`config.mk`:
```
export PLATFORM = sky130hd
export DESIGN_NAME = hdlc_rx_deframer
export DESIGN_NICKNAME = d
export VERILOG_FILES = /design/src/rtl/hdlc_rx_pkg.sv /design/src/rtl/hdlc_rx_linemon.sv /design/src/rtl/hdlc_rx_delay.sv /design/src/rtl/hdlc_rx_slot.sv /design/src/rtl/hdlc_rx_deframer.sv
export SDC_FILE = /design/constraint.sdc
export NUM_CORES = 1
export LEC_CHECK = 0
export BUFFER_PORTS_ARGS = -buffer_cell sky130_fd_sc_hd__buf_2
export CORE_MARGIN = 3
export CORE_UTILIZATION = 25
export CTS_CLUSTER_SIZE = 20
export DETAILED_ROUTE_END_ITERATION = 10
export PLACE_DENSITY = 0.39
export SKIP_LAST_GASP = 1
export SYNTH_ARGS = -nofsm -noshare
export SYNTH_HDL_FRONTEND = slang
export SYNTH_SLANG_ARGS = --single-unit
```
`constraint.sdc`:
```
create_clock -name clk -period 2.85 [get_ports clk]
set_clock_uncertainty 0.05 [all_clocks]
set_input_delay 0.57 -clock clk [delete_from_list [all_inputs] [get_ports clk]]
set_output_delay 0.57 -clock clk [all_outputs]
set_load 0.05 [all_outputs]
```
`src/rtl/hdlc_rx_pkg.sv`:
```
package hdlc_rx_pkg;
  typedef enum logic [1:0] {
    FS_OFF  = 2'd0,
    FS_HUNT = 2'd1,
    FS_OPEN = 2'd2,
    FS_DATA = 2'd3
  } fstate_t;

  typedef enum logic [1:0] {
    EK_CLEAN = 2'd0,
    EK_ABORT = 2'd1,
    EK_SHORT = 2'd2
  } end_kind_t;
endpackage

```
`src/rtl/hdlc_rx_linemon.sv`:
```
module hdlc_rx_linemon #(
  parameter int FLAG_ONES  = 6,
  parameter int ABORT_ONES = 7,
  parameter int IDLE_ONES  = 15
) (
  input  logic clk,
  input  logic rst_n,
  input  logic bit_en,
  input  logic bit_i,
  output logic ev_flag,
  output logic ev_abort,
  output logic ev_stuff,
  output logic ev_goahead,
  output logic line_idle
);
  localparam int OW = $clog2(IDLE_ONES + 1);
  localparam int HW = ABORT_ONES + 2;
  localparam logic [HW-1:0] GA_PAT = {1'b0, {ABORT_ONES{1'b1}}, 1'b0};
  localparam logic [OW-1:0] ONES_MAX = OW'(IDLE_ONES);

  logic [OW-1:0] ones_q;
  logic [HW-1:0] hist_q;
  logic [HW-1:0] hist_n;

  assign hist_n     = {hist_q[HW-2:0], bit_i};
  assign ev_stuff   = bit_en && !bit_i && (ones_q == OW'(FLAG_ONES - 1));
  assign ev_flag    = bit_en && !bit_i && (ones_q == OW'(FLAG_ONES));
  assign ev_abort   = bit_en &&  bit_i && (ones_q == OW'(ABORT_ONES - 1));
  assign ev_goahead = bit_en && (hist_n == GA_PAT);
  assign line_idle  = (ones_q == ONES_MAX);

  always_ff @(posedge clk) begin
    if (!rst_n) begin
      ones_q <= '0;
      hist_q <= '1;
    end else if (bit_en) begin
      hist_q <= hist_n;
      if (!bit_i)                  ones_q <= '0;
      else if (ones_q != ONES_MAX) ones_q <= ones_q + 1'b1;
    end
  end


  idle_rise_chk: assert property (@(posedge clk) disable iff (!rst_n)
    $rose(line_idle) |-> $past(bit_en && bit_i));
endmodule

```
`src/rtl/hdlc_rx_delay.sv`:
```
module hdlc_rx_delay #(
  parameter int DEPTH = 7
) (
  input  logic clk,
  input  logic rst_n,
  input  logic clr,
  input  logic push,
  input  logic bit_i,
  output logic dlv,
  output logic dlv_bit
);
  localparam int CW = $clog2(DEPTH + 1);

  logic [DEPTH-1:0] pd_q;
  logic [CW-1:0]    cnt_q;
  logic             full;

  assign full    = (cnt_q == CW'(DEPTH));
  assign dlv     = push && full;
  assign dlv_bit = pd_q[DEPTH-1];

  always_ff @(posedge clk) begin
    if (!rst_n) begin
      pd_q  <= '0;
      cnt_q <= '0;
    end else if (clr) begin
      cnt_q <= '0;
    end else if (push) begin
      pd_q <= {pd_q[DEPTH-2:0], bit_i};
      if (!full) cnt_q <= cnt_q + 1'b1;
    end
  end
endmodule

```
`src/rtl/hdlc_rx_slot.sv`:
```
module hdlc_rx_slot #(
  parameter int W = 11
) (
  input  logic         clk,
  input  logic         rst_n,
  input  logic         wr,
  input  logic [W-1:0] wr_data,
  input  logic         overwrite_ok,
  input  logic         out_ready,
  output logic         out_valid,
  output logic [W-1:0] out_data,
  output logic         accept,
  output logic         ovf
);
  logic can_take;
  logic replace;

  assign can_take = !out_valid || out_ready;
  assign accept   = wr && can_take;
  assign ovf      = wr && !can_take;
  assign replace  = ovf && overwrite_ok;

  always_ff @(posedge clk) begin
    if (!rst_n) begin
      out_valid <= 1'b0;
      out_data  <= '0;
    end else begin
      if (accept || replace) begin
        out_valid <= 1'b1;
        out_data  <= wr_data;
      end else if (out_ready) begin
        out_valid <= 1'b0;
      end
    end
  end


  hold_valid_chk: assert property (@(posedge clk) disable iff (!rst_n)
    out_valid && !out_ready |=> out_valid);

  hold_data_chk: assert property (@(posedge clk) disable iff (!rst_n)
    out_valid && !out_ready && !replace |=> $stable(out_data));
endmodule

```
`src/rtl/hdlc_rx_deframer.sv`:
```
module hdlc_rx_deframer
  import hdlc_rx_pkg::*;
#(
  parameter int DW             = 8,
  parameter int FLAG_ONES      = 6,
  parameter int ABORT_ONES     = 7,
  parameter int IDLE_ONES      = 15,
  parameter int MIN_ABORT_BITS = 26
) (
  input  logic          clk,
  input  logic          rst_n,
  input  logic          rx_enable,
  input  logic          transparent,
  input  logic          line_bit,
  input  logic          line_bit_en,
  output logic          item_valid,
  input  logic          item_ready,
  output logic [DW-1:0] item_data,
  output logic          item_eop,
  output logic [1:0]    item_kind,
  output logic          flag_pulse,
  output logic          goahead_pulse,
  output logic          abort_pulse,
  output logic          eopd_pulse,
  output logic          overflow_pulse,
  output logic          line_idle
);
  localparam int DELAY   = FLAG_ONES + 1;
  localparam int FA_BITS = MIN_ABORT_BITS + FLAG_ONES;
  localparam int FBW     = $clog2(FA_BITS + 1);
  localparam int BCW     = $clog2(DW);
  localparam int IW      = DW + 3;

  logic ev_flag, ev_abort, ev_stuff, ev_ga;
  fstate_t        st_q;
  logic           trans_q;
  logic [FBW-1:0] fbits_q;
  logic [BCW-1:0] bcnt_q;
  logic [DW-1:0]  sr_q;
  logic           byte_wr_q;

  hdlc_rx_linemon #(
    .FLAG_ONES(FLAG_ONES), .ABORT_ONES(ABORT_ONES), .IDLE_ONES(IDLE_ONES)
  ) u_mon (
    .clk(clk), .rst_n(rst_n), .bit_en(line_bit_en), .bit_i(line_bit),
    .ev_flag(ev_flag), .ev_abort(ev_abort), .ev_stuff(ev_stuff),
    .ev_goahead(ev_ga), .line_idle(line_idle)
  );

  logic active, proto, in_frame, en_drop, mode_chg, hold;
  logic push, dly_clr, dlv, dlv_bit;

  assign active   = (st_q != FS_OFF);
  assign proto    = active && !trans_q;
  assign in_frame = (st_q == FS_OPEN) || (st_q == FS_DATA);
  assign en_drop  = active && !rx_enable && !((st_q == FS_DATA) && byte_wr_q);
  assign mode_chg = active && (transparent != trans_q);
  assign hold     = en_drop || mode_chg;
  assign push     = proto && in_frame && line_bit_en && !hold &&
                    !ev_flag && !ev_abort && !ev_stuff;
  assign dly_clr  = !proto || !in_frame || hold || ev_flag || ev_abort;

  hdlc_rx_delay #(.DEPTH(DELAY)) u_dly (
    .clk(clk), .rst_n(rst_n), .clr(dly_clr), .push(push),
    .bit_i(line_bit), .dlv(dlv), .dlv_bit(dlv_bit)
  );

  logic          asm_step, asm_bit, byte_done, close_any;
  logic [DW-1:0] byte_val;
  end_kind_t     kind;
  logic          wr, acc, ovf, restart;
  logic [IW-1:0] wr_item, slot_q;

  assign asm_step  = (active && trans_q && line_bit_en && !hold) || dlv;
  assign asm_bit   = trans_q ? line_bit : dlv_bit;
  assign byte_val  = {asm_bit, sr_q[DW-1:1]};
  assign byte_done = asm_step && (bcnt_q == BCW'(DW - 1));
  assign close_any = proto && !hold && (st_q == FS_DATA) && (ev_flag || ev_abort);

  always_comb begin
    if (ev_abort)              kind = EK_ABORT;
    else if (bcnt_q != '0)     kind = EK_SHORT;
    else                       kind = EK_CLEAN;
  end

  assign wr      = byte_done || close_any;
  assign wr_item = close_any ? {1'b1, kind, {DW{1'b0}}} : {1'b0, 2'b00, byte_val};
  assign restart = !active || hold || (proto && (ev_flag || ev_abort || ovf));

  hdlc_rx_slot #(.W(IW)) u_slot (
    .clk(clk), .rst_n(rst_n), .wr(wr), .wr_data(wr_item),
    .overwrite_ok(trans_q), .out_ready(item_ready), .out_valid(item_valid),
    .out_data(slot_q), .accept(acc), .ovf(ovf)
  );

  assign item_eop  = slot_q[IW-1];
  assign item_kind = slot_q[IW-2:IW-3];
  assign item_data = slot_q[DW-1:0];

  always_ff @(posedge clk) begin
    if (!rst_n) begin
      st_q           <= FS_OFF;
      trans_q        <= 1'b0;
      fbits_q        <= '0;
      bcnt_q         <= '0;
      sr_q           <= '0;
      byte_wr_q      <= 1'b0;
      flag_pulse     <= 1'b0;
      goahead_pulse  <= 1'b0;
      abort_pulse    <= 1'b0;
      eopd_pulse     <= 1'b0;
      overflow_pulse <= 1'b0;
    end else begin
      flag_pulse     <= proto && !hold && ev_flag;
      goahead_pulse  <= proto && !hold && ev_ga;
      eopd_pulse     <= close_any && acc;
      abort_pulse    <= close_any && acc && ev_abort && (fbits_q == FBW'(FA_BITS));
      overflow_pulse <= ovf;

      if (asm_step) sr_q <= byte_val;
      if (restart) begin
        fbits_q   <= '0;
        bcnt_q    <= '0;
        byte_wr_q <= 1'b0;
      end else begin
        if (asm_step) bcnt_q <= byte_done ? '0 : bcnt_q + 1'b1;
        if (push && fbits_q != FBW'(FA_BITS)) fbits_q <= fbits_q + 1'b1;
        if (byte_done && acc) byte_wr_q <= 1'b1;
      end

      if (!active) begin
        if (rx_enable) st_q <= FS_HUNT;
        trans_q <= transparent;
      end else if (en_drop) begin
        st_q <= FS_OFF;
      end else if (mode_chg) begin
        st_q    <= FS_HUNT;
        trans_q <= transparent;
      end else if (!trans_q) begin
        if (ovf)           st_q <= FS_HUNT;
        else if (ev_flag)  st_q <= FS_OPEN;
        else if (ev_abort) st_q <= FS_HUNT;
        else if (dlv)      st_q <= FS_DATA;
      end
    end
  end


  eopd_item_chk: assert property (@(posedge clk) disable iff (!rst_n)
    eopd_pulse |-> item_valid && item_eop && item_data == '0);

  abort_kind_chk: assert property (@(posedge clk) disable iff (!rst_n)
    abort_pulse |-> eopd_pulse && item_kind == 2'd1);

  ovf_held_chk: assert property (@(posedge clk) disable iff (!rst_n)
    overflow_pulse |-> item_valid);

  off_quiet_chk: assert property (@(posedge clk) disable iff (!rst_n)
    st_q == FS_OFF |=> !eopd_pulse && !flag_pulse);
endmodule

```
==> run_results.csv <==
group,metric,value,unit
min_path,hold_path_startpoint,"u_dly.pd_q[3]",
synth,syn_inst,305,
synth,asyncSetResetFlopFracSynth,0,%
placement,setup_slack_at_placement,0.424,ns
critical_path,worst_ep_arrival_time,2.61,ns
critical_path,reg2reg_setup_slack,0.43,ns
routing,dr.first_iter.drc_count,81,
clock_tree,clockRootBuffer,"sky130_fd_sc_hd__clkbuf_8",
finish,final_core_utilization,30.7,%
routing,num_vias,2139,
floorplan,core_area,10300,um2
timing,timing.final.max_slew_violations,0,
routing,post_detailed_routing_wire_length,6130,um
pwr,power_density,556,nW/um2
min_path,hold_path.class,"flop to flop",
finish,area_growth_syn_to_layout,19.1,%
timing,post-route-period-util,84.8,%
routing,vias_per_cell,4.48,
status,status,"finished clean",
synth,ys_warn_count,0,
timing,slew_headroom,61.0,%
run,max_cap_violations,0,
synth,syn_area,2660,um2
clock_tree,cts_num_sinks,59,
placement,port_buffers,24,
critical_path,reg2reg_depth,8,
timing,grt_setup_unrepaired,"false",
global_routing,grt_first_pass_wirelength,10300,um
synth,synth-seq-area-share,44.4,%
pwr,max-vdd-ir-drop,0.205,mV
clock_tree,cts_made_buffers,9,
synth,postSynthAreaPerCell,8.73,um2
floorplan,pin_count,25,
global_routing,grt_remaining_overflow,0,
routing,ant_nets,0,
critical_path,critPathRequiredTime,3.05,ns
critical_path,r2r_start,"u_mon.ones_q[1]",
critical_path,critPathKind,"flop to flop",
clock_tree,max-clock-path-buffers,2,
routing,detailedRoute.firstPassIterationCount,4,
critical_path,worstSetupEndpointType,"flop",
floorplan,starting_density_of_the_core,25.8,%
pwr,total_power,0.00176,W
timing,final_hold_viol_count,0,
synth,synth_flop_cell,"sky130_fd_sc_hd__dfxtp_1",
pwr,p_leak,1.25,nW
timing,setup_tns,0,ns
finish,finish.net_count,353,
floorplan,rows,37,
critical_path,timing.critical_path.from_type,"flop",
clock_tree,cts_hold_repair.buffers,0,
timing,achievable-frequency,0.414,GHz
timing,setup_ws,0.432,ns
placement,hpwlAfterDp,4280,um
global_routing,grt_antenna_before_repair,0,
clock_tree,ctsResizeCount,0,
timing,final-setup-viol-count,0,
finish,post_route_cells_drive_above_1_share,17.3,%
critical_path,peak_fanout_along_the_critical_path,5,
synth,yosys.cell_types.count,42,
clock_tree,post_cts.repair.setup_buffers,0,
global_routing,grt_max_degree,34,
global_routing,first_global_vias,2101,
min_path,timing.hold.worst_path_depth,2,
placement,place.gp.congestion,0.808,
floorplan,chipWidth,109,um
floorplan,floorplan.die_area,11900,um2
timing,final_hold_slack,0.408,ns
clock_tree,clock_insertion_delay_worst_skew,0.34,ns
routing,wl_per_cell,12.8,um
timing,period_minus_slack,2.42,ns
clock_tree,tritoncts,"yes",
routing,remaining_drc_errors,0,
synth,synth_seq_cells,59,
floorplan,die_h,109,um
timing,worst-slew-pin-transition,0.579,ns
critical_path,critical_path.startpoint,"u_mon.ones_q[1]",
synth,number_of_nets_in_the_synthesized_netlist,322,
global_routing,global_route.usage.total,11.2,%
clock_tree,clk_transition_reported_paths,0.07,ns
clock_tree,cts_max_level,3,
finish,antennaDiodeCount,0,
synth,synth-edff-count,0,
-- logic make-up (layout without fill, tap and decap cells) --
kind of cell	count (synthesis)	count (layout)	synth area share [%]
simple gates	132	132	25.0
flops	59	59	44.4
compound gates	55	55	13.2
buf+inv	25	61	4.04
mux	17	17	6.39
fa+ha+maj	10	10	4.70
xor+xnor	7	7	2.30
-- power breakdown --
group,internal [W],switching (W),total (W)
Sequential,0.000832,0.0000123,0.000844
Combinational,0.0000271,0.0000506,0.0000778
Clock,0.000489,0.000351,0.000839
-- worst max-delay path: stages (launching register included) --
cell                       delay [ns]
sky130_fd_sc_hd__dfxtp_1         0.40
sky130_fd_sc_hd__inv_1           0.06
sky130_fd_sc_hd__ha_1            0.16
sky130_fd_sc_hd__nor2b_1         0.13
sky130_fd_sc_hd__o21ai_0         0.47
sky130_fd_sc_hd__and4_1          0.29
sky130_fd_sc_hd__a21oi_1         0.14
sky130_fd_sc_hd__or3b_1          0.39
sky130_fd_sc_hd__a211oi_1        0.24
-- layout make-up --
cell class / instances / area, um2
inverters: 13 / 48.8
well taps: 136 / 170
flip-flops and latches: 59 / 1180
clock inverters: 7 / 92.6
clock buffers: 9 / 124
multi-input cells: 221 / 1370
repair buffers: 32 / 180
fillers: 1122 / 7150
-- registers in the layout, summed over array words and instances (netlist names) --
name              cells
goahead_pulse         1
fbits_q               6
flag_pulse            1
u_dly.cnt_q           3
u_mon.ones_q          4
u_mon.hist_q          8
eopd_pulse            1
sr_q                  7
abort_pulse           1
bcnt_q                3
byte_wr_q             1
overflow_pulse        1
u_slot.out_valid      1
st_q                  2
u_dly.pd_q            7
trans_q               1
u_slot.out_data      11
-- per-layer routing --
layer	global-route usage (%)	up-vias	part of all wire (%)	wire length [um]
met5	0	-	0	0
met4	4.10	0	0.85	52
met3	3.61	4	3.9	237
met2	17.0	31	45	2730
met1	14.8	986	51	3110
li1	-	1118	-	-
-- cell usage after synthesis (2+ instances only) --
master | number | area (um2)
sky130_fd_sc_hd__mux2i_1 | 17 | 170
sky130_fd_sc_hd__inv_1 | 13 | 48.8
sky130_fd_sc_hd__nand3_1 | 15 | 75.1
sky130_fd_sc_hd__o21ai_0 | 8 | 40.0
sky130_fd_sc_hd__nor2b_1 | 3 | 18.8
sky130_fd_sc_hd__a31oi_1 | 2 | 12.5
sky130_fd_sc_hd__ha_1 | 10 | 125
sky130_fd_sc_hd__dfxtp_1 | 59 | 1180
sky130_fd_sc_hd__and2_1 | 2 | 12.5
sky130_fd_sc_hd__and4_1 | 3 | 26.3
sky130_fd_sc_hd__o21a_1 | 2 | 15.0
sky130_fd_sc_hd__o31ai_1 | 2 | 15.0
sky130_fd_sc_hd__nand4b_1 | 2 | 17.5
sky130_fd_sc_hd__a21oi_4 | 2 | 32.5
sky130_fd_sc_hd__nor3_1 | 11 | 55.1
sky130_fd_sc_hd__buf_2 | 2 | 10.0
sky130_fd_sc_hd__or2_2 | 2 | 12.5
sky130_fd_sc_hd__a21oi_1 | 28 | 140
sky130_fd_sc_hd__clkbuf_1 | 7 | 26.3
sky130_fd_sc_hd__buf_4 | 3 | 22.5
sky130_fd_sc_hd__nand4_1 | 8 | 50.1
sky130_fd_sc_hd__nor2_1 | 24 | 90.1
sky130_fd_sc_hd__xnor2_1 | 5 | 43.8
sky130_fd_sc_hd__or3b_1 | 2 | 17.5
sky130_fd_sc_hd__xor2_1 | 2 | 17.5
sky130_fd_sc_hd__nand2_1 | 41 | 154
sky130_fd_sc_hd__a211oi_1 | 4 | 30.0
sky130_fd_sc_hd__nand2b_1 | 12 | 75.1
-- per-stage QoR --
stage               std cells  area (um2)
floorplan                 305        2660
global placement          461        2950
detailed placement        461        2950
CTS                       477        3170
global route              477        3170
finish                    477        3170
-- cells in the final DEF (no fill, tap or decap), types with 4 or more instances in the layout --
cell	Yosys	routed
sky130_fd_sc_hd__dfxtp_1	59	59
sky130_fd_sc_hd__nand2_1	41	41
sky130_fd_sc_hd__a21oi_1	28	28
sky130_fd_sc_hd__nor2_1	24	24
sky130_fd_sc_hd__buf_2	2	24
sky130_fd_sc_hd__mux2i_1	17	17
sky130_fd_sc_hd__nand3_1	15	15
sky130_fd_sc_hd__inv_1	13	13
sky130_fd_sc_hd__nand2b_1	12	12
sky130_fd_sc_hd__nor3_1	11	11
sky130_fd_sc_hd__ha_1	10	10
sky130_fd_sc_hd__clkbuf_8	0	9
sky130_fd_sc_hd__o21ai_0	8	8
sky130_fd_sc_hd__nand4_1	8	8
sky130_fd_sc_hd__buf_4	3	8
sky130_fd_sc_hd__xnor2_1	5	5
sky130_fd_sc_hd__a211oi_1	4	4
-- path summary, 6_finish.rpt --
check / to
setup / recovery: bcnt_q[1]
hold / removal: u_dly.pd_q[4]
setup reg to reg: bcnt_q[1]
hold reg to reg: u_dly.pd_q[4]
Note: power is estimated with default switching activity, not from simulation.
